==> src/rtl/pvic_pkg.sv <==
package pvic_pkg;

    localparam int PRIO_W   = 4;
    localparam int SPLIT_W  = 2;
    localparam int NUM_W    = 5;
    localparam int SLOTS    = 8;

    localparam int OFF_ENA_SET = 'h00;
    localparam int OFF_ENA_CLR = 'h04;
    localparam int OFF_PND_SET = 'h08;
    localparam int OFF_PND_CLR = 'h0C;
    localparam int OFF_ACTIVE  = 'h10;
    localparam int OFF_MODE    = 'h14;
    localparam int OFF_SPLIT   = 'h18;
    localparam int OFF_SWTRIG  = 'h1C;
    localparam int OFF_PRIO    = 'h20;

    typedef logic [PRIO_W-1:0]  prio_t;
    typedef logic [SPLIT_W-1:0] split_t;
    typedef logic [NUM_W-1:0]   num_t;

    typedef struct packed {
        logic  valid;
        num_t  num;
        prio_t grp;
    } pick_t;

    function automatic prio_t grp_of(prio_t p, split_t s);
        return p >> s;
    endfunction

    function automatic logic [31:0] hot_of(num_t n);
        return 32'(1) << n;
    endfunction

endpackage

==> src/rtl/pvic_regs.sv <==
module pvic_regs
    import pvic_pkg::*;
#(
    parameter int NUM_IRQ = 8,
    parameter int ADDR_W  = 8,
    parameter int DATA_W  = 32
) (
    input  logic               clk,
    input  logic               rst,
    input  logic               we,
    input  logic [ADDR_W-1:0]  addr,
    input  logic [DATA_W-1:0]  wdata,
    output logic [NUM_IRQ-1:0] enable_o,
    output logic [NUM_IRQ-1:0] mode_o,
    output prio_t              prio_o [NUM_IRQ],
    output split_t             split_o,
    output logic [NUM_IRQ-1:0] pset_o,
    output logic [NUM_IRQ-1:0] pclr_o,
    output logic               sw_valid_o,
    output num_t               sw_num_o
);
    localparam int WA = ADDR_W - 2;

    logic [WA-1:0]      wa;
    logic               wr_ok;
    logic               hit_es, hit_ec, hit_ps, hit_pc, hit_mode, hit_split, hit_sw;
    logic [NUM_IRQ-1:0] wbits;
    logic [NUM_IRQ-1:0] enable_q, mode_q;
    prio_t              prio_q [NUM_IRQ];
    split_t             split_q;

    assign wa    = addr[ADDR_W-1:2];
    assign wr_ok = we && (addr[1:0] == 2'b00);
    assign wbits = wdata[NUM_IRQ-1:0];

    always_comb begin
        hit_es    = wr_ok && (wa == WA'(OFF_ENA_SET / 4));
        hit_ec    = wr_ok && (wa == WA'(OFF_ENA_CLR / 4));
        hit_ps    = wr_ok && (wa == WA'(OFF_PND_SET / 4));
        hit_pc    = wr_ok && (wa == WA'(OFF_PND_CLR / 4));
        hit_mode  = wr_ok && (wa == WA'(OFF_MODE / 4));
        hit_split = wr_ok && (wa == WA'(OFF_SPLIT / 4));
        hit_sw    = wr_ok && (wa == WA'(OFF_SWTRIG / 4));
    end

    always_ff @(posedge clk) begin
        if (rst) begin
            enable_q <= '0;
            mode_q   <= '0;
            split_q  <= '0;
        end else begin
            if (hit_es)
                enable_q <= enable_q | wbits;
            else if (hit_ec)
                enable_q <= enable_q & ~wbits;
            if (hit_mode)
                mode_q <= wbits;
            if (hit_split)
                split_q <= wdata[SPLIT_W-1:0];
        end
    end

    always_ff @(posedge clk) begin
        if (rst) begin
            for (int k = 0; k < NUM_IRQ; k++)
                prio_q[k] <= '0;
        end else begin
            for (int k = 0; k < NUM_IRQ; k++)
                if (wr_ok && (wa == WA'(OFF_PRIO / 4 + k / SLOTS)))
                    prio_q[k] <= wdata[PRIO_W*(k%SLOTS) +: PRIO_W];
        end
    end

    assign enable_o   = enable_q;
    assign mode_o     = mode_q;
    assign prio_o     = prio_q;
    assign split_o    = split_q;
    assign pset_o     = hit_ps ? wbits : '0;
    assign pclr_o     = hit_pc ? wbits : '0;
    assign sw_valid_o = hit_sw && (wdata < DATA_W'(NUM_IRQ));
    assign sw_num_o   = wdata[NUM_W-1:0];

    assert_ena_clear_R2: assert property (@(posedge clk) disable iff (rst)
        hit_ec |=> ((enable_q & $past(wbits)) == '0));

    assert_zero_write_keeps_R2: assert property (@(posedge clk) disable iff (rst)
        ((hit_es || hit_ec) && (wbits == '0)) |=> $stable(enable_q));

endmodule

==> src/rtl/pvic_pend.sv <==
module pvic_pend
    import pvic_pkg::*;
#(
    parameter int NUM_IRQ = 8
) (
    input  logic               clk,
    input  logic               rst,
    input  logic [NUM_IRQ-1:0] irq_in,
    input  logic [NUM_IRQ-1:0] mode,
    input  logic [NUM_IRQ-1:0] set_w,
    input  logic [NUM_IRQ-1:0] clr_w,
    input  logic               sw_valid,
    input  num_t               sw_num,
    input  logic [NUM_IRQ-1:0] take_clr,
    input  logic               nmi_in,
    input  logic               nmi_clr,
    output logic [NUM_IRQ-1:0] pend_o,
    output logic               nmi_pend_o
);
    logic [NUM_IRQ-1:0] hw_set, sw_hot, sets, clears, pend_q;
    logic               nmi_prev_q, nmi_pend_q;

    for (genvar i = 0; i < NUM_IRQ; i++) begin : g_line
        logic prev_q;
        always_ff @(posedge clk) begin
            if (rst) prev_q <= 1'b0;
            else     prev_q <= irq_in[i];
        end
        assign hw_set[i] = mode[i] ? (irq_in[i] & ~prev_q) : irq_in[i];
        assign sw_hot[i] = sw_valid && (sw_num == NUM_W'(i));

        assert_pend_holds_R3: assert property (@(posedge clk) disable iff (rst)
            (pend_q[i] && !clears[i]) |=> pend_q[i]);
        assert_set_wins_R3: assert property (@(posedge clk) disable iff (rst)
            sets[i] |=> pend_q[i]);
    end

    assign sets   = hw_set | set_w | sw_hot;
    assign clears = clr_w | take_clr;

    always_ff @(posedge clk) begin
        if (rst) begin
            pend_q     <= '0;
            nmi_prev_q <= 1'b0;
            nmi_pend_q <= 1'b0;
        end else begin
            pend_q     <= (pend_q & ~clears) | sets;
            nmi_prev_q <= nmi_in;
            nmi_pend_q <= (nmi_pend_q & ~nmi_clr) | (nmi_in & ~nmi_prev_q);
        end
    end

    assign pend_o     = pend_q;
    assign nmi_pend_o = nmi_pend_q;

    assert_nmi_latch_R11: assert property (@(posedge clk) disable iff (rst)
        (nmi_pend_q && !nmi_clr) |=> nmi_pend_q);

endmodule

==> src/rtl/pvic_arb.sv <==
module pvic_arb
    import pvic_pkg::*;
#(
    parameter int NUM_IRQ = 8
) (
    input  logic               clk,
    input  logic               rst,
    input  logic [NUM_IRQ-1:0] cand,
    input  prio_t              prio [NUM_IRQ],
    input  split_t             split,
    output pick_t              best_o
);
    localparam int ID_W = (NUM_IRQ > 1) ? $clog2(NUM_IRQ) : 1;

    logic  bv;
    num_t  bn;
    prio_t bp;

    always_comb begin
        bv = 1'b0;
        bn = '0;
        bp = '1;
        for (int i = 0; i < NUM_IRQ; i++) begin
            if (cand[i] && (!bv || (prio[i] < bp))) begin
                bv = 1'b1;
                bn = NUM_W'(i);
                bp = prio[i];
            end
        end
    end

    assign best_o = '{valid: bv, num: bn, grp: grp_of(bp, split)};

    assert_best_is_cand_R6: assert property (@(posedge clk) disable iff (rst)
        bv |-> cand[bn[ID_W-1:0]]);

endmodule

==> src/rtl/pvic_actmin.sv <==
module pvic_actmin
    import pvic_pkg::*;
#(
    parameter int NUM_IRQ = 8
) (
    input  logic               clk,
    input  logic               rst,
    input  logic [NUM_IRQ-1:0] act,
    input  prio_t              prio [NUM_IRQ],
    input  split_t             split,
    output pick_t              run_o
);
    localparam int ID_W = (NUM_IRQ > 1) ? $clog2(NUM_IRQ) : 1;

    pick_t r;

    always_comb begin
        r = '{valid: 1'b0, num: '0, grp: '1};
        for (int i = 0; i < NUM_IRQ; i++) begin
            if (act[i] && (!r.valid || (grp_of(prio[i], split) < r.grp))) begin
                r.valid = 1'b1;
                r.num   = NUM_W'(i);
                r.grp   = grp_of(prio[i], split);
            end
        end
    end

    assign run_o = r;

    assert_run_is_active_R10: assert property (@(posedge clk) disable iff (rst)
        r.valid |-> act[r.num[ID_W-1:0]]);

endmodule

==> src/rtl/pvic_top.sv <==
module pvic_top
    import pvic_pkg::*;
#(
    parameter int NUM_IRQ = 8,
    parameter int ADDR_W  = 8,
    parameter int DATA_W  = 32,
    localparam int ID_W   = (NUM_IRQ > 1) ? $clog2(NUM_IRQ) : 1
) (
    input  logic               clk,
    input  logic               rst,
    input  logic               bus_we,
    input  logic [ADDR_W-1:0]  bus_addr,
    input  logic [DATA_W-1:0]  bus_wdata,
    output logic [DATA_W-1:0]  bus_rdata,
    input  logic [NUM_IRQ-1:0] irq_in,
    input  logic               nmi_in,
    input  logic               core_ack,
    input  logic               core_done,
    output logic               irq_req,
    output logic               irq_nmi,
    output logic [ID_W-1:0]    irq_id,
    output logic               chain_valid,
    output logic               chain_nmi,
    output logic [ID_W-1:0]    chain_id
);
    localparam int WA = ADDR_W - 2;

    logic [NUM_IRQ-1:0] enable, mode, pset, pclr, pending;
    prio_t              prio [NUM_IRQ];
    split_t             split;
    logic               sw_valid;
    num_t               sw_num;
    logic               nmi_pend;

    logic [NUM_IRQ-1:0] active_q;
    logic               nmi_act_q;
    logic               chain_v_q, chain_n_q;
    logic [ID_W-1:0]    chain_id_q;

    pick_t              best, run_now, run_after;
    logic [NUM_IRQ-1:0] pop_mask, act_after, best_hot, take_clr;
    logic               nmi_after, pop_valid;
    logic               nmi_go, msk_go, take, ack_nmi, ack_msk, c_nmi, c_msk;

    pvic_regs #(.NUM_IRQ(NUM_IRQ), .ADDR_W(ADDR_W), .DATA_W(DATA_W)) u_regs (
        .clk(clk), .rst(rst), .we(bus_we), .addr(bus_addr), .wdata(bus_wdata),
        .enable_o(enable), .mode_o(mode), .prio_o(prio), .split_o(split),
        .pset_o(pset), .pclr_o(pclr), .sw_valid_o(sw_valid), .sw_num_o(sw_num)
    );

    pvic_pend #(.NUM_IRQ(NUM_IRQ)) u_pend (
        .clk(clk), .rst(rst), .irq_in(irq_in), .mode(mode),
        .set_w(pset), .clr_w(pclr), .sw_valid(sw_valid), .sw_num(sw_num),
        .take_clr(take_clr), .nmi_in(nmi_in), .nmi_clr(c_nmi | ack_nmi),
        .pend_o(pending), .nmi_pend_o(nmi_pend)
    );

    pvic_arb #(.NUM_IRQ(NUM_IRQ)) u_arb (
        .clk(clk), .rst(rst), .cand(pending & enable), .prio(prio),
        .split(split), .best_o(best)
    );

    pvic_actmin #(.NUM_IRQ(NUM_IRQ)) u_run_now (
        .clk(clk), .rst(rst), .act(active_q), .prio(prio),
        .split(split), .run_o(run_now)
    );

    pvic_actmin #(.NUM_IRQ(NUM_IRQ)) u_run_after (
        .clk(clk), .rst(rst), .act(act_after), .prio(prio),
        .split(split), .run_o(run_after)
    );

    // Offer to the core, from the current state.
    assign nmi_go = nmi_pend && !nmi_act_q;
    assign msk_go = best.valid && !nmi_act_q &&
                    (!run_now.valid || (best.grp < run_now.grp));

    assign irq_req = nmi_go || msk_go;
    assign irq_nmi = nmi_go;
    assign irq_id  = nmi_go ? '0 : best.num[ID_W-1:0];

    // End of handler: the non-maskable one closes first, else the running line.
    assign pop_valid = core_done && (nmi_act_q || run_now.valid);
    assign pop_mask  = (core_done && !nmi_act_q && run_now.valid)
                       ? hot_of(run_now.num)[NUM_IRQ-1:0] : '0;
    assign act_after = active_q & ~pop_mask;
    assign nmi_after = nmi_act_q && !core_done;

    assign c_nmi = pop_valid && nmi_pend && !nmi_after;
    assign c_msk = pop_valid && !c_nmi && best.valid && !nmi_after &&
                   (!run_after.valid || (best.grp < run_after.grp));

    assign take    = core_ack && !core_done && irq_req;
    assign ack_nmi = take && irq_nmi;
    assign ack_msk = take && !irq_nmi;

    assign best_hot = hot_of(best.num)[NUM_IRQ-1:0];
    assign take_clr = (c_msk || ack_msk) ? best_hot : '0;

    always_ff @(posedge clk) begin
        if (rst) begin
            active_q   <= '0;
            nmi_act_q  <= 1'b0;
            chain_v_q  <= 1'b0;
            chain_n_q  <= 1'b0;
            chain_id_q <= '0;
        end else begin
            active_q   <= act_after | take_clr;
            nmi_act_q  <= nmi_after || c_nmi || ack_nmi;
            chain_v_q  <= c_nmi || c_msk;
            chain_n_q  <= c_nmi;
            chain_id_q <= c_nmi ? '0 : best.num[ID_W-1:0];
        end
    end

    assign chain_valid = chain_v_q;
    assign chain_nmi   = chain_n_q;
    assign chain_id    = chain_id_q;

    // Register read path.
    logic [WA-1:0] ra;
    assign ra = bus_addr[ADDR_W-1:2];

    always_comb begin
        bus_rdata = '0;
        if (bus_addr[1:0] == 2'b00) begin
            if (ra == WA'(OFF_ENA_SET / 4) || ra == WA'(OFF_ENA_CLR / 4))
                bus_rdata = DATA_W'(enable);
            else if (ra == WA'(OFF_PND_SET / 4) || ra == WA'(OFF_PND_CLR / 4))
                bus_rdata = DATA_W'(pending);
            else if (ra == WA'(OFF_ACTIVE / 4))
                bus_rdata = DATA_W'(active_q);
            else if (ra == WA'(OFF_MODE / 4))
                bus_rdata = DATA_W'(mode);
            else if (ra == WA'(OFF_SPLIT / 4))
                bus_rdata = DATA_W'(split);
            for (int k = 0; k < NUM_IRQ; k++)
                if (ra == WA'(OFF_PRIO / 4 + k / SLOTS))
                    bus_rdata[PRIO_W*(k%SLOTS) +: PRIO_W] = prio[k];
        end
    end

    assert_offer_is_cand_R6: assert property (@(posedge clk) disable iff (rst)
        (irq_req && !irq_nmi) |-> (pending[irq_id] && enable[irq_id]));

    assert_ack_marks_active_R9: assert property (@(posedge clk) disable iff (rst)
        (core_ack && !core_done && irq_req && !irq_nmi) |=> active_q[$past(irq_id)]);

    assert_nmi_ack_busy_R11: assert property (@(posedge clk) disable iff (rst)
        (core_ack && !core_done && irq_nmi) |=> nmi_act_q);

    assert_nmi_busy_silent_R11: assert property (@(posedge clk) disable iff (rst)
        nmi_act_q |-> !irq_req);

    assert_chain_is_active_R10: assert property (@(posedge clk) disable iff (rst)
        (chain_valid && !chain_nmi) |-> active_q[chain_id]);

    assert_pop_leaves_other_R10: assert property (@(posedge clk) disable iff (rst)
        (pop_valid && !nmi_act_q && run_after.valid) |-> (run_after.num != run_now.num));

endmodule

==> config.mk <==
export PLATFORM = sky130hd
export DESIGN_NAME = pvic_top
export DESIGN_NICKNAME = d
export VERILOG_FILES = /design/src/rtl/pvic_pkg.sv /design/src/rtl/pvic_regs.sv /design/src/rtl/pvic_pend.sv /design/src/rtl/pvic_arb.sv /design/src/rtl/pvic_actmin.sv /design/src/rtl/pvic_top.sv
export SDC_FILE = /design/constraint.sdc
export NUM_CORES = 1
export LEC_CHECK = 0
export BUFFER_PORTS_ARGS = -buffer_cell sky130_fd_sc_hd__buf_2
export CAP_MARGIN = 25
export CORE_ASPECT_RATIO = 2
export CORE_MARGIN = 2
export CORE_UTILIZATION = 55
export CTS_CLUSTER_DIAMETER = 80
export DETAILED_ROUTE_END_ITERATION = 16
export MAX_ROUTING_LAYER = met4
export PLACE_DENSITY = 0.76
export SETUP_SLACK_MARGIN = 0.3
export SLEW_MARGIN = 20
export SYNTH_ARGS = -nofsm -noshare
export SYNTH_HDL_FRONTEND = slang
export SYNTH_SLANG_ARGS = --single-unit
==> constraint.sdc <==
create_clock -name clk -period 33.1 [get_ports clk]
set_clock_uncertainty 0.2 [all_clocks]
set_input_delay 1.655 -clock clk [delete_from_list [all_inputs] [get_ports clk]]
set_output_delay 1.655 -clock clk [all_outputs]
set_load 0.01 [all_outputs]
**Word-level counts from Yosys, hierarchy flattened**

Cells that the tools add are included.

- Shifts and indexed selects: 11
- Mux-type cells: 68
- Div/mod/pow operators: 0
- Bitwise logic cells: 35
- Reductions and logical operators: 120
- Equality and inequality tests: 15
- Order comparisons: 24
- Multipliers: 0
- Add/sub/neg operators: 0

Operators with widths:

| operator | count |
|---|---|
| 2-to-1 mux 10 bit | 16 |
| < comparator 4 bit | 23 |
| 2-to-1 mux 8 bit | 10 |
| 2-to-1 mux 4 bit | 16 |
| logical AND 1 bit | 56 |
| bitwise OR 8 bit | 6 |
| right shift 4 x 2 -> 4 bit | 9 |
| AND 8 bit | 4 |
| < comparator 32 x 4 -> 1 bit (second input constant) | 1 |
| 2-to-1 mux 32 bit | 1 |
| logical OR 1 bit | 31 |
| logical NOT 1 bit | 28 |
| equality test 6 x 3 -> 1 bit (second input constant) | 4 |
| inverter 8 bit | 3 |
| equality test 5 x 3 -> 1 bit (second input constant) | 4 |
| 2-to-1 mux 1 bit | 17 |
| << shifter 1 x 5 -> 8 bit (first input constant) | 2 |
| 2-to-1 mux 3 bit | 5 |
| equality test 6 x 2 -> 1 bit (second input constant) | 2 |
| AND 1 bit | 10 |
| equality test 5 x 2 -> 1 bit (second input constant) | 2 |
| inverter 1 bit | 10 |
| equality test 6 x 1 -> 1 bit (second input constant) | 1 |
| equality test 6 x 4 -> 1 bit (second input constant) | 1 |
| other kinds (8) | 11 |

- Output and inout port bits: 42
- Flip-flop bits (word level): 82
- Latch bits: 0
- Bits in writable memories: 0
- Memories kept: 0
- ROM bits: 0
- Word-level logic and storage cells: 300

**Logic depth before layout (Yosys ltp)**

Gate-level depths: netlist of run 1.

- Depth in word-level cells: 72
- Depth in mapped cells: 121
- Gate-level depth less buffers: 119

**By module**

A second synthesis of run 1 with hierarchy kept.

- Cells, all modules: 1319
- Area, all modules: 10279.9 µm²

Modules (own cells, without submodules):

| module | times used | cells an instance | area each (µm²) |
|---|---|---|---|
| pvic_regs | 1 | 245 | 2436.1 |
| pvic_actmin (u_run_after) | 1 | 266 | 1931.9 |
| pvic_actmin (u_run_now) | 1 | 267 | 1900.6 |
| pvic_arb | 1 | 252 | 1739.2 |
| pvic_top | 1 | 211 | 1550.2 |
| pvic_pend | 1 | 78 | 721.9 |

**Worst setup path before layout of run 1**

OpenSTA, ideal clock, no wires.

- Path type: flip-flop to flip-flop
- Start: register u_regs.split_q[1] (netlist: u_regs.split_o[1])
- End: register u_pend.pend_q[0] (netlist: u_pend.pend_o[0])
- Setup time: 125 ps
- Setup slack: 11001 ps
- Required time: 32775 ps
- Data arrival time: 21774 ps
- Cell stages (with the launch flop): 107
- Path buffers: 4
- Path through: dfxtp_1 -> buf_2 -> buf_1 -> clkbuf_1 -> nor2_1 -> ha_1 -> a211oi_1 -> o21ai_0 -> nor2_1 -> mux2i_1 -> ha_1 -> a2111o_1 -> a31oi_1 -> a21oi_1 -> mux2i_1 -> ha_1 -> a21o_1 -> a2111oi_4 -> [71 not listed] -> a31oi_1 -> a31oi_1 -> mux2i_1 -> inv_1 -> ha_1 -> a21oi_1 -> o21bai_1 -> a21o_1 -> a31oi_1 -> mux2i_1 -> ha_1 -> nor3_1 -> nand3_1 -> a41o_1 -> a211oi_2 -> a21o_2 -> nand2_2 -> o41a_1

- Word-level cells in the longest chain between the ends: 72
- Elaborated cells between the ends (all ways): 110

RTL lines:

| element | RTL line | source |
|---|---|---|
| from (decl) | pvic_regs.sv:30 | `split_t split_q;` |
| from (signal assigned) | pvic_regs.sv:59 | `split_q <= wdata[SPLIT_W-1:0];` |
| right shift 4 x 2 -> 4 bit | pvic_pkg.sv:29 | `return p >> s;` |
| 2-to-1 mux 10 bit | pvic_actmin.sv:20 | `if (act[i] && (!r.valid \|\| (grp_of(prio[i], split) < r.grp))) begin` |
| < comparator 4 bit | pvic_actmin.sv:20 |  |
| logical OR 1 bit | pvic_actmin.sv:20 |  |
| logical AND 1 bit | pvic_actmin.sv:20 |  |
| 2-to-1 mux 10 bit | pvic_actmin.sv:20 |  |
| < comparator 4 bit / logical NOT 1 bit (equally long branches) | pvic_actmin.sv:20 |  |
| logical OR 1 bit | pvic_actmin.sv:20 |  |
| [56 not listed] | -- |  |
| logical OR 1 bit | pvic_top.sv:91 | `(!run_after.valid \|\| (best.grp < run_after.grp));` |
| logical AND 1 bit | pvic_top.sv:90 | `assign c_msk = pop_valid && !c_nmi && best.valid && !nmi_after &&` |
| logical OR 1 bit (*) | pvic_top.sv:98 | `assign take_clr = (c_msk \|\| ack_msk) ? best_hot : '0;` |
| 2-to-1 mux 8 bit (*) | pvic_top.sv:98 |  |
| bitwise OR 8 bit (*) | pvic_pend.sv:39 | `assign clears = clr_w \| take_clr;` |
| inverter 8 bit (*) | pvic_pend.sv:47 | `pend_q <= (pend_q & ~clears) \| sets;` |
| AND 8 bit (*) | pvic_pend.sv:47 |  |
| bitwise OR 8 bit (*) | pvic_pend.sv:47 |  |
| to (signal assigned) | pvic_pend.sv:47 |  |
| to (decl) | pvic_pend.sv:20 | `logic [NUM_IRQ-1:0] hw_set, sw_hot, sets, clears, pend_q;` |

Every way passes the cells marked *; elsewhere a longest branch is shown, timed or not.
A chain may end at the register's enable or synchronous reset.

**Worst setup path after layout of run 1**

- Start: register u_regs.split_q[0] (netlist: u_regs.split_o[0])
- End: register active_q[7]

- Word-level cells in the longest chain between the ends: 69
- Elaborated cells between the ends (all ways): 107

RTL lines:

| element | RTL line | source |
|---|---|---|
| right shift 4 x 2 -> 4 bit | pvic_pkg.sv:29 |  |
| 2-to-1 mux 10 bit | pvic_actmin.sv:20 |  |
| < comparator 4 bit | pvic_actmin.sv:20 |  |
| logical OR 1 bit | pvic_actmin.sv:20 |  |
| logical AND 1 bit | pvic_actmin.sv:20 |  |
| 2-to-1 mux 10 bit | pvic_actmin.sv:20 |  |
| < comparator 4 bit / logical NOT 1 bit (equally long branches) | pvic_actmin.sv:20 |  |
| logical OR 1 bit | pvic_actmin.sv:20 |  |
| [53 not listed] | -- |  |
| logical AND 1 bit | pvic_actmin.sv:20 |  |
| 2-to-1 mux 10 bit | pvic_actmin.sv:20 |  |
| < comparator 4 bit / logical NOT 1 bit (equally long branches) | pvic_top.sv:91 |  |
| logical OR 1 bit | pvic_top.sv:91 |  |
| logical AND 1 bit | pvic_top.sv:90 |  |
| logical OR 1 bit | pvic_top.sv:98 |  |
| 2-to-1 mux 8 bit | pvic_top.sv:98 |  |
| bitwise OR 8 bit (*) | pvic_top.sv:108 | `active_q <= act_after \| take_clr;` |
| to (signal assigned) | pvic_top.sv:108 |  |
| to (decl) | pvic_top.sv:35 | `logic [NUM_IRQ-1:0] active_q;` |

Marked as above.

==> impl_metrics.csv, run 1 <==
group,metric,value,unit
sta,slew_headroom,38.6,%
floorplanning,rows,63,
finish,most_common_cell_after_layout_fill_and_taps_aside,"sky130_fd_sc_hd__nand2_1",
detailed_routing,routed_via_density,6.68,
detailed_routing,drt-initial-drc-count,693,
finish,layout-drive-gt1-share,14.3,%
detailed_routing,drt-wirelength-per-cell,21.7,um
power_and_ir_drop,power-per-cell-area,25.2,nW/um^2
grt,grt_pass1_vias,9165,
setup_path,critPathMostFrequentCell,"sky130_fd_sc_hd__ha_1",
clock_tree,post_cts_buffers,0,
synthesis,synthesis.area,8290,um^2
grt,initial_antenna_violation_count,0,
sta,hold_violations,0,
outcome,status,"finished, final reports clean",
setup_path,worstSetupPathType,"flop to flop",
synthesis,yosys_synthesis_warning_count,0,
detailed_routing,via_count,9234,
sta,hold_ws,0.294,ns
sta,post_layout_minimum_cycle_time,25.27,ns
clock_tree,cts_made_buffers,9,
finish,num_antenna_cells,0,
synthesis,ys_seq_elements,82,
detailed_routing,ant_nets,0,
finish,final_nets,1306,
floorplanning,initial_core_util,55.9,%
detailed_routing,drt-total-wl,30.0,mm
sta,setup-tns-final,0,ns
clock_tree,clock-root-buffer,"sky130_fd_sc_hd__clkbuf_16",
hold_path,min-delay-path-class,"flop to flop",
grt,grtUsageTotal,37.8,%
grt,grt_start_max_net_pins,77,
sta,timing_max_transition_violations_final,0,
sta,max_freq,39.6,MHz
sta,unrepaired_setup_endpoints_after_global_routing,"no",
grt,grt_first_pass_wirelength,46.9,mm
placed_design,dpl_worst_slack,8.35,ns
setup_path,timing.critical_path.slowest_cell_delay,0.51,ns
floorplanning,boundaryPins,96,
detailed_routing,drc,0,
clock_tree,cts_hold_repair.buffers,0,
clock_tree,cts_tree,"done",
placed_design,place.gp.congestion,1.05,
synthesis,synth_edf_count,0,
finish,layout.area.seq,1640,um^2
finish,synthToLayoutAreaGrowth,11.3,%
setup_path,cp_data_required_time,33.15,ns
synthesis,syn-instance-count,1116,
power_and_ir_drop,switching_share,25.4,%
synthesis,synth_cell_type_count,85,
synthesis,seq_area_frac_synth,19.8,%
power_and_ir_drop,p_seq_share,43.9,%
setup_path,crit_path_start_kind,"flop",
power_and_ir_drop,power.net_switching,59.0,uW
job,drv.max_cap_violation_count,0,
placed_design,placement.io_buffers,95,
finish,final_cell_mix,"sky130_fd_sc_hd__nand2_1 (160), sky130_fd_sc_hd__a21oi_1 (123), sky130_fd_sc_hd__buf_2 (95)",
clock_tree,cts.htree.levels,3,
floorplanning,die_x,90.8,um
synthesis,synth.net_count,1239,
floorplanning,core_area,14800,um^2
power_and_ir_drop,power.clock.fraction,49.3,%
detailed_routing,first_pass_iters,6,
placed_design,dp_cells,1366,
finish,area_taken_by_multi_input_logic_gates,6270,um^2
clock_tree,clk_sink_count,82,
synthesis,synth-main-ff-cell,"sky130_fd_sc_hd__dfxtp_1",
power_and_ir_drop,design_internal_power,173,uW
sta,tightest_pin_transition,0.913,ns
clock_tree,worst_setup_hold_path_clk_slew,0.07,ns
power_and_ir_drop,power.ir.vdd_worst,0.0352,mV
setup_path,critical_path.endpoint_type,"flop",
setup_path,critPathSlowestCell,"sky130_fd_sc_hd__a21oi_1",
sta,timing.final.crit_share,76.4,%
setup_path,crit_fanout,37,
finish,finalNonFillerCells,1383,
sta,final.setup.worst_slack,7.83,ns
synthesis,postSynth.asyncResetShare,0,%
placed_design,post-dp-hpwl,23.4,mm
synthesis,average_cell_area_after_synthesis,7.43,um^2
clock_tree,insertion_delay,0.35,ns
power_and_ir_drop,comb_power_share,6.9,%
clock_tree,post_cts_resize_count,0,
finish,layout.filler_cells,1477,
sta,setup_viol_count_final,0,
power_and_ir_drop,cellLeakagePower,0.00432,uW
setup_path,crit_arrival,25.32,ns
clock_tree,cts_buffer_depth,2,
grt,globalRoute.totalOverflow,0,
floorplanning,die_area,16100,um^2
floorplanning,dieHeight,178,um
==> synthesized netlist by cell type, types with 8 or more instances <==
cell / number / area share, %
sky130_fd_sc_hd__inv_1: 51 / 2.3
sky130_fd_sc_hd__a222oi_1: 10 / 1.2
sky130_fd_sc_hd__mux2i_1: 42 / 5.1
sky130_fd_sc_hd__a21o_1: 16 / 1.4
sky130_fd_sc_hd__nand2_1: 161 / 7.3
sky130_fd_sc_hd__nand3_1: 33 / 2.0
sky130_fd_sc_hd__dfxtp_1: 82 / 20
sky130_fd_sc_hd__a311oi_1: 8 / 0.85
sky130_fd_sc_hd__or3_1: 9 / 0.68
sky130_fd_sc_hd__o21ai_0: 45 / 2.7
sky130_fd_sc_hd__and3_1: 31 / 2.3
sky130_fd_sc_hd__and2_1: 19 / 1.4
sky130_fd_sc_hd__a211oi_1: 16 / 1.4
sky130_fd_sc_hd__a31oi_1: 17 / 1.3
sky130_fd_sc_hd__nor3_1: 18 / 1.1
sky130_fd_sc_hd__ha_1: 69 / 10
sky130_fd_sc_hd__nor4_1: 8 / 0.60
sky130_fd_sc_hd__o21a_1: 25 / 2.3
sky130_fd_sc_hd__nor2_1: 71 / 3.2
sky130_fd_sc_hd__o22ai_1: 9 / 0.68
sky130_fd_sc_hd__a22oi_1: 11 / 1.0
sky130_fd_sc_hd__nor2b_1: 14 / 1.1
sky130_fd_sc_hd__nand2b_1: 18 / 1.4
sky130_fd_sc_hd__mux2_2: 14 / 1.9
sky130_fd_sc_hd__clkbuf_1: 42 / 1.9
sky130_fd_sc_hd__a21oi_1: 123 / 7.4
sky130_fd_sc_hd__o211ai_1: 9 / 0.82
==> final cells by class <==
type / count / area share [%]
multi-input combinational: 934 / 68.0
clock buffer: 9 / 2.44
sequential: 82 / 17.8
inverter: 51 / 2.08
clock inverter: 7 / 1.14
timing repair buffer: 105 / 5.94
tap: 195 / 2.65
==> stage by stage <==
step | total power [uW] | cell area (um^2) | utilization, %
2_1_floorplan | 111 | 8290 | -
5_1_grt | 237 | 9220 | 62.2
3_3_place_gp | 119 | 8880 | 60.0
3_5_place_dp | 120 | 8890 | 60.0
4_1_cts | 232 | 9220 | 62.2
6_report | 232 | 9220 | 62.2
==> layer usage <==
layer,vias up,wire (um),GRT usage (%)
li1,4330,-,-
met4,0,2350,27.0
met3,146,1680,3.95
met2,433,15400,67.8
met1,4325,10600,38.0
met5,-,0,-
==> critical path: cells and delay by family, from the launching register on <==
kind                     cells  cell delay (ns)
AO/OA/AOI/OAI               58            12.94
adder cells (fa/ha/maj)     15             4.28
AND/OR/NAND/NOR             18             3.50
multiplexers                10             2.82
buffers and inverters        8             1.09
flip-flops                   1             0.33
==> flip-flops by register name, indices dropped and copies added (netlist names), 2 cells and up, named ones only <==
register and flops:
u_regs.mode_o 8, u_pend.pend_o 8, u_regs.prio_o 32, chain_id 3, u_regs.split_o 2, active_q 8
u_pend.g_line.prev_q 8
==> power by group through the flow <==
stage	combinational (uW)	clock (uW)	sequential, uW
floorplan	7.73	0	103
global placement	15.5	0	104
detailed placement	15.6	0	104
CTS	15.6	115	102
global route	17.2	118	102
finish	16.0	114	102
==> kinds of logic after synthesis <==
logic type | after synthesis | synth area share (%)
AO/OA/AOI/OAI | 378 | 31.2
adder cells (fa/ha/maj) | 69 | 10.4
AND/OR/NAND/NOR | 422 | 24.7
multiplexers | 65 | 9.20
flip-flops | 82 | 19.8
buffers and inverters | 100 | 4.67
==> final timing paths <==
path | cells after the start | slack, ns | from | endpoint
hold / removal | 2 | 0.29 | u_regs.mode_o[0]$_SDFFE_PP0P_ | u_regs.mode_o[0]$_SDFFE_PP0P_
setup reg to reg | 109 | 7.83 | u_regs.split_o[0]$_SDFFE_PP0P_ | active_q[7]$_SDFF_PP0_
setup / recovery | 109 | 7.83 | u_regs.split_o[0]$_SDFFE_PP0P_ | active_q[7]$_SDFF_PP0_
hold reg to reg | 2 | 0.29 | u_regs.mode_o[0]$_SDFFE_PP0P_ | u_regs.mode_o[0]$_SDFFE_PP0P_
Note: power is estimated with default switching activity, not from simulation.
==> inputs of run 2 (changes only) <==
Settings changed: ABC_AREA from default to 1, CORE_UTILIZATION 55 to 54, PLACE_DENSITY 0.76 to 0.78.
Clock period 33.1 ns to 21.6 ns, I/O delays scaled along.
==> run 2 against run 1 <==
  * Utilization is 0.83 points lower
  * Register-to-register slack lost 3.5 ns
  * Via count decreased by 5.7%
  * Sequential share of layout area increased by 1.7 points
  * Sequential power increased by 53%
  * Synthesized cell count up 13%
  * Die area fell by 7.2%
  * Wire length fell by 12%
  * Worst setup slack lost 3.5 ns
  * Non-clock buffer count down 4
  * First-iteration DRC count is 0.14% higher
  * Combinational power grew to 2.6 times the previous value
  * Critical path type unchanged
==> impl_metrics.csv, run 2 <==
group,metric,value,unit
outcome,status,"finished, final reports clean",
hold_path,min-delay-path-class,"flop to flop",
grt,use_met1,40.1,%
sta,timing.final.crit_share,80.2,%
finish,layout.filler_cells,1371,
synthesis,synthMostInstantiatedCell,"sky130_fd_sc_hd__nand2_1",
synthesis,ys_seq_elements,82,
synthesis,synth_edf_count,0,
job,drv.max_cap_violation_count,0,
floorplanning,die_x,87.5,um
sta,setup-tns-final,0,ns
sta,unrepaired_setup_endpoints_after_global_routing,"no",
finish,final_core_util,61.4,%
placed_design,placement.io_buffers,95,
grt,grt_start_max_net_pins,55,
setup_path,cp_data_required_time,21.61,ns
floorplanning,die_area,15000,um^2
synthesis,synth_area_leaders,"sky130_fd_sc_hd__dfxtp_1 (22%), sky130_fd_sc_hd__nand2_1 (14%), sky130_fd_sc_hd__o21ai_0 (12%)",
detailed_routing,drt-initial-drc-count,694,
grt,use_met3,4.63,%
clock_tree,post_cts_buffers,0,
setup_path,path_buf_inv,7,
finish,final_cell_mix,"sky130_fd_sc_hd__nand2_1 (280), sky130_fd_sc_hd__inv_1 (187), sky130_fd_sc_hd__o21ai_0 (181)",
setup_path,critical_path.endpoint_type,"flop",
synthesis,postSynth.asyncResetShare,0,%
finish,final_nets,1463,
floorplanning,initial_core_util,54.8,%
sta,timing_max_transition_violations_final,0,
detailed_routing,ant_nets,0,
synthesis,synth_cell_type_count,35,
clock_tree,worst_setup_hold_path_clk_slew,0.07,ns
sta,slew_headroom,30.3,%
grt,grt_busiest_layer,"met2",
setup_path,crit_fanout,47,
placed_design,dpl_worst_slack,4.51,ns
clock_tree,insertion_delay,0.35,ns
detailed_routing,via_count,8708,
finish,layout.area.seq,1640,um^2
clock_tree,post_cts_resize_count,0,
setup_path,crit_path_start_kind,"flop",
synthesis,synth.net_count,1388,
synthesis,seq_area_frac_synth,21.8,%
synthesis,synth-main-ff-cell,"sky130_fd_sc_hd__dfxtp_1",
finish,num_antenna_cells,0,
clock_tree,cts.htree.levels,3,
sta,tightest_pin_transition,1.04,ns
clock_tree,cts_hold_repair.buffers,0,
power_and_ir_drop,power.ir.vdd_worst,0.0403,mV
detailed_routing,routed_via_density,5.80,
power_and_ir_drop,cellLeakagePower,0.00462,uW
hold_path,timing.hold.worst.start,"u_pend.nmi_prev_q$_SDFF_PP0_",
grt,globalRouteMet2Util,62.5,%
placed_design,post-dp-hpwl,20.8,mm
setup_path,critical_path.top_delay_family,"compound AO/OA/AOI/OAI gates",
setup_path,critPathMostFrequentCell,"sky130_fd_sc_hd__nand2_1",
synthesis,syn-instance-count,1265,
synthesis,synth.top_cell.area_share,21.8,%
power_and_ir_drop,power-per-cell-area,43.6,nW/um^2
sta,setup_viol_count_final,0,
finish,layout-drive-gt1-share,13.1,%
setup_path,timing.critical_path.slowest_cell_delay,0.44,ns
setup_path,crit_path_from,"u_regs.split_o[0]$_SDFFE_PP0P_",
setup_path,critical_path.reg2reg.startpoint,"u_regs.split_o[0]$_SDFFE_PP0P_",
grt,globalRoute.totalOverflow,0,
finish,stdcell_area,8440,um^2
finish,area_taken_by_multi_input_logic_gates,5020,um^2
setup_path,worstSetupPathType,"flop to flop",
floorplanning,boundaryPins,96,
grt,grt_first_pass_wirelength,41.2,mm
finish,most_common_cell_after_layout_fill_and_taps_aside,"sky130_fd_sc_hd__nand2_1",
clock_tree,clock-root-buffer,"sky130_fd_sc_hd__clkbuf_16",
floorplanning,core_area,13700,um^2
synthesis,synth_top_area_cell,"sky130_fd_sc_hd__dfxtp_1",
placed_design,place.gp.congestion,1.05,
sta,final.setup.worst_slack,4.29,ns
finish,largest_register_ff_count,32,
floorplanning,rows,61,
placed_design,detailed_place.area,8090,um^2
detailed_routing,first_pass_iters,5,
sta,hold_violations,0,
floorplanning,dieHeight,171,um
clock_tree,cts_tree,"done",
setup_path,crit_arrival,17.32,ns
setup_path,critPathSlowestCell,"sky130_fd_sc_hd__inv_1",
clock_tree,cts_buffer_depth,2,
clock_tree,clk_sink_count,82,
detailed_routing,drt-total-wl,26.4,mm
grt,grt_pass1_vias,8133,
finish,synthToLayoutAreaGrowth,12.1,%
synthesis,average_cell_area_after_synthesis,5.95,um^2
clock_tree,cts_made_buffers,9,
power_and_ir_drop,power_total,368,uW
synthesis,synthesis.area,7530,um^2
sta,post_layout_minimum_cycle_time,17.31,ns
detailed_routing,drt-wirelength-per-cell,17.6,um
grt,initial_antenna_violation_count,0,
synthesis,yosys_synthesis_warning_count,0,
grt,grtUsageTotal,36.5,%
synthesis,synthTopCellsByCount,"sky130_fd_sc_hd__nand2_1 (280), sky130_fd_sc_hd__inv_1 (187), sky130_fd_sc_hd__o21ai_0 (181)",
sta,max_freq,57.8,MHz
detailed_routing,drc,0,
-- run 2: cell count changes in the layout (fill, tap and decap cells not counted), moves of 42 or more --
cell,previous run,this run
sky130_fd_sc_hd__nor2_1,71,113
sky130_fd_sc_hd__nand2_2,2,45
sky130_fd_sc_hd__o21ai_0,45,181
sky130_fd_sc_hd__mux2i_1,42,0
sky130_fd_sc_hd__nand2_1,160,280
sky130_fd_sc_hd__inv_1,51,187
-- run 2: cell type report --
class | instances | share of cell area, %
clock buffers | 10 | 2.71
clock inverters | 6 | 1.07
inverters | 191 | 8.50
multi-input cells | 955 | 59.5
flip-flops and latches | 82 | 19.5
well taps | 157 | 2.33
repair buffers | 101 | 6.41
-- run 2: logic make-up (layout without fill, tap and decap cells) --
logic type / count (synthesis) / in the layout / synth area share [%]
AND/OR/NAND/NOR: 528 / 528 / 30.2
AO/OA/AOI/OAI: 358 / 358 / 25.0
buffers and inverters: 228 / 308 / 11.6
flip-flops: 82 / 82 / 21.8
adder cells (fa/ha/maj): 69 / 69 / 11.5
-- run 2: path summary, 6_finish.rpt --
kind	to	slack [ns]	depth (start not counted)
worst max-delay path	u_pend.pend_o[4]$_SDFF_PP0_	4.29	115
worst min-delay path	u_pend.nmi_pend_o$_SDFF_PP0_	0.24	1
worst max register to register	u_pend.pend_o[4]$_SDFF_PP0_	4.29	115
worst min register to register	u_pend.nmi_pend_o$_SDFF_PP0_	0.24	1
-- run 2: through the flow --
step | hold WS (ns) | cells
global route | 0.271 | 1502
global placement | 0.219 | 1485
detailed placement | 0.236 | 1485
CTS | 0.245 | 1501
floorplan | 0.204 | 1265
finish | 0.244 | 1502
-- run 2: power breakdown --
part           switching [uW]  internal, uW  total [uW]
combinational            27.4          14.2        41.7
clock                    68.7           102         171
sequential               1.98           154         156
total                    98.1           270         368
-- run 2: routing by layer --
layer  vias up  routed length [um]
li1       4318                   -
met1      3865               10100
met2       416               12800
met3       109                1730
met4         0                1730
met5         -                   0
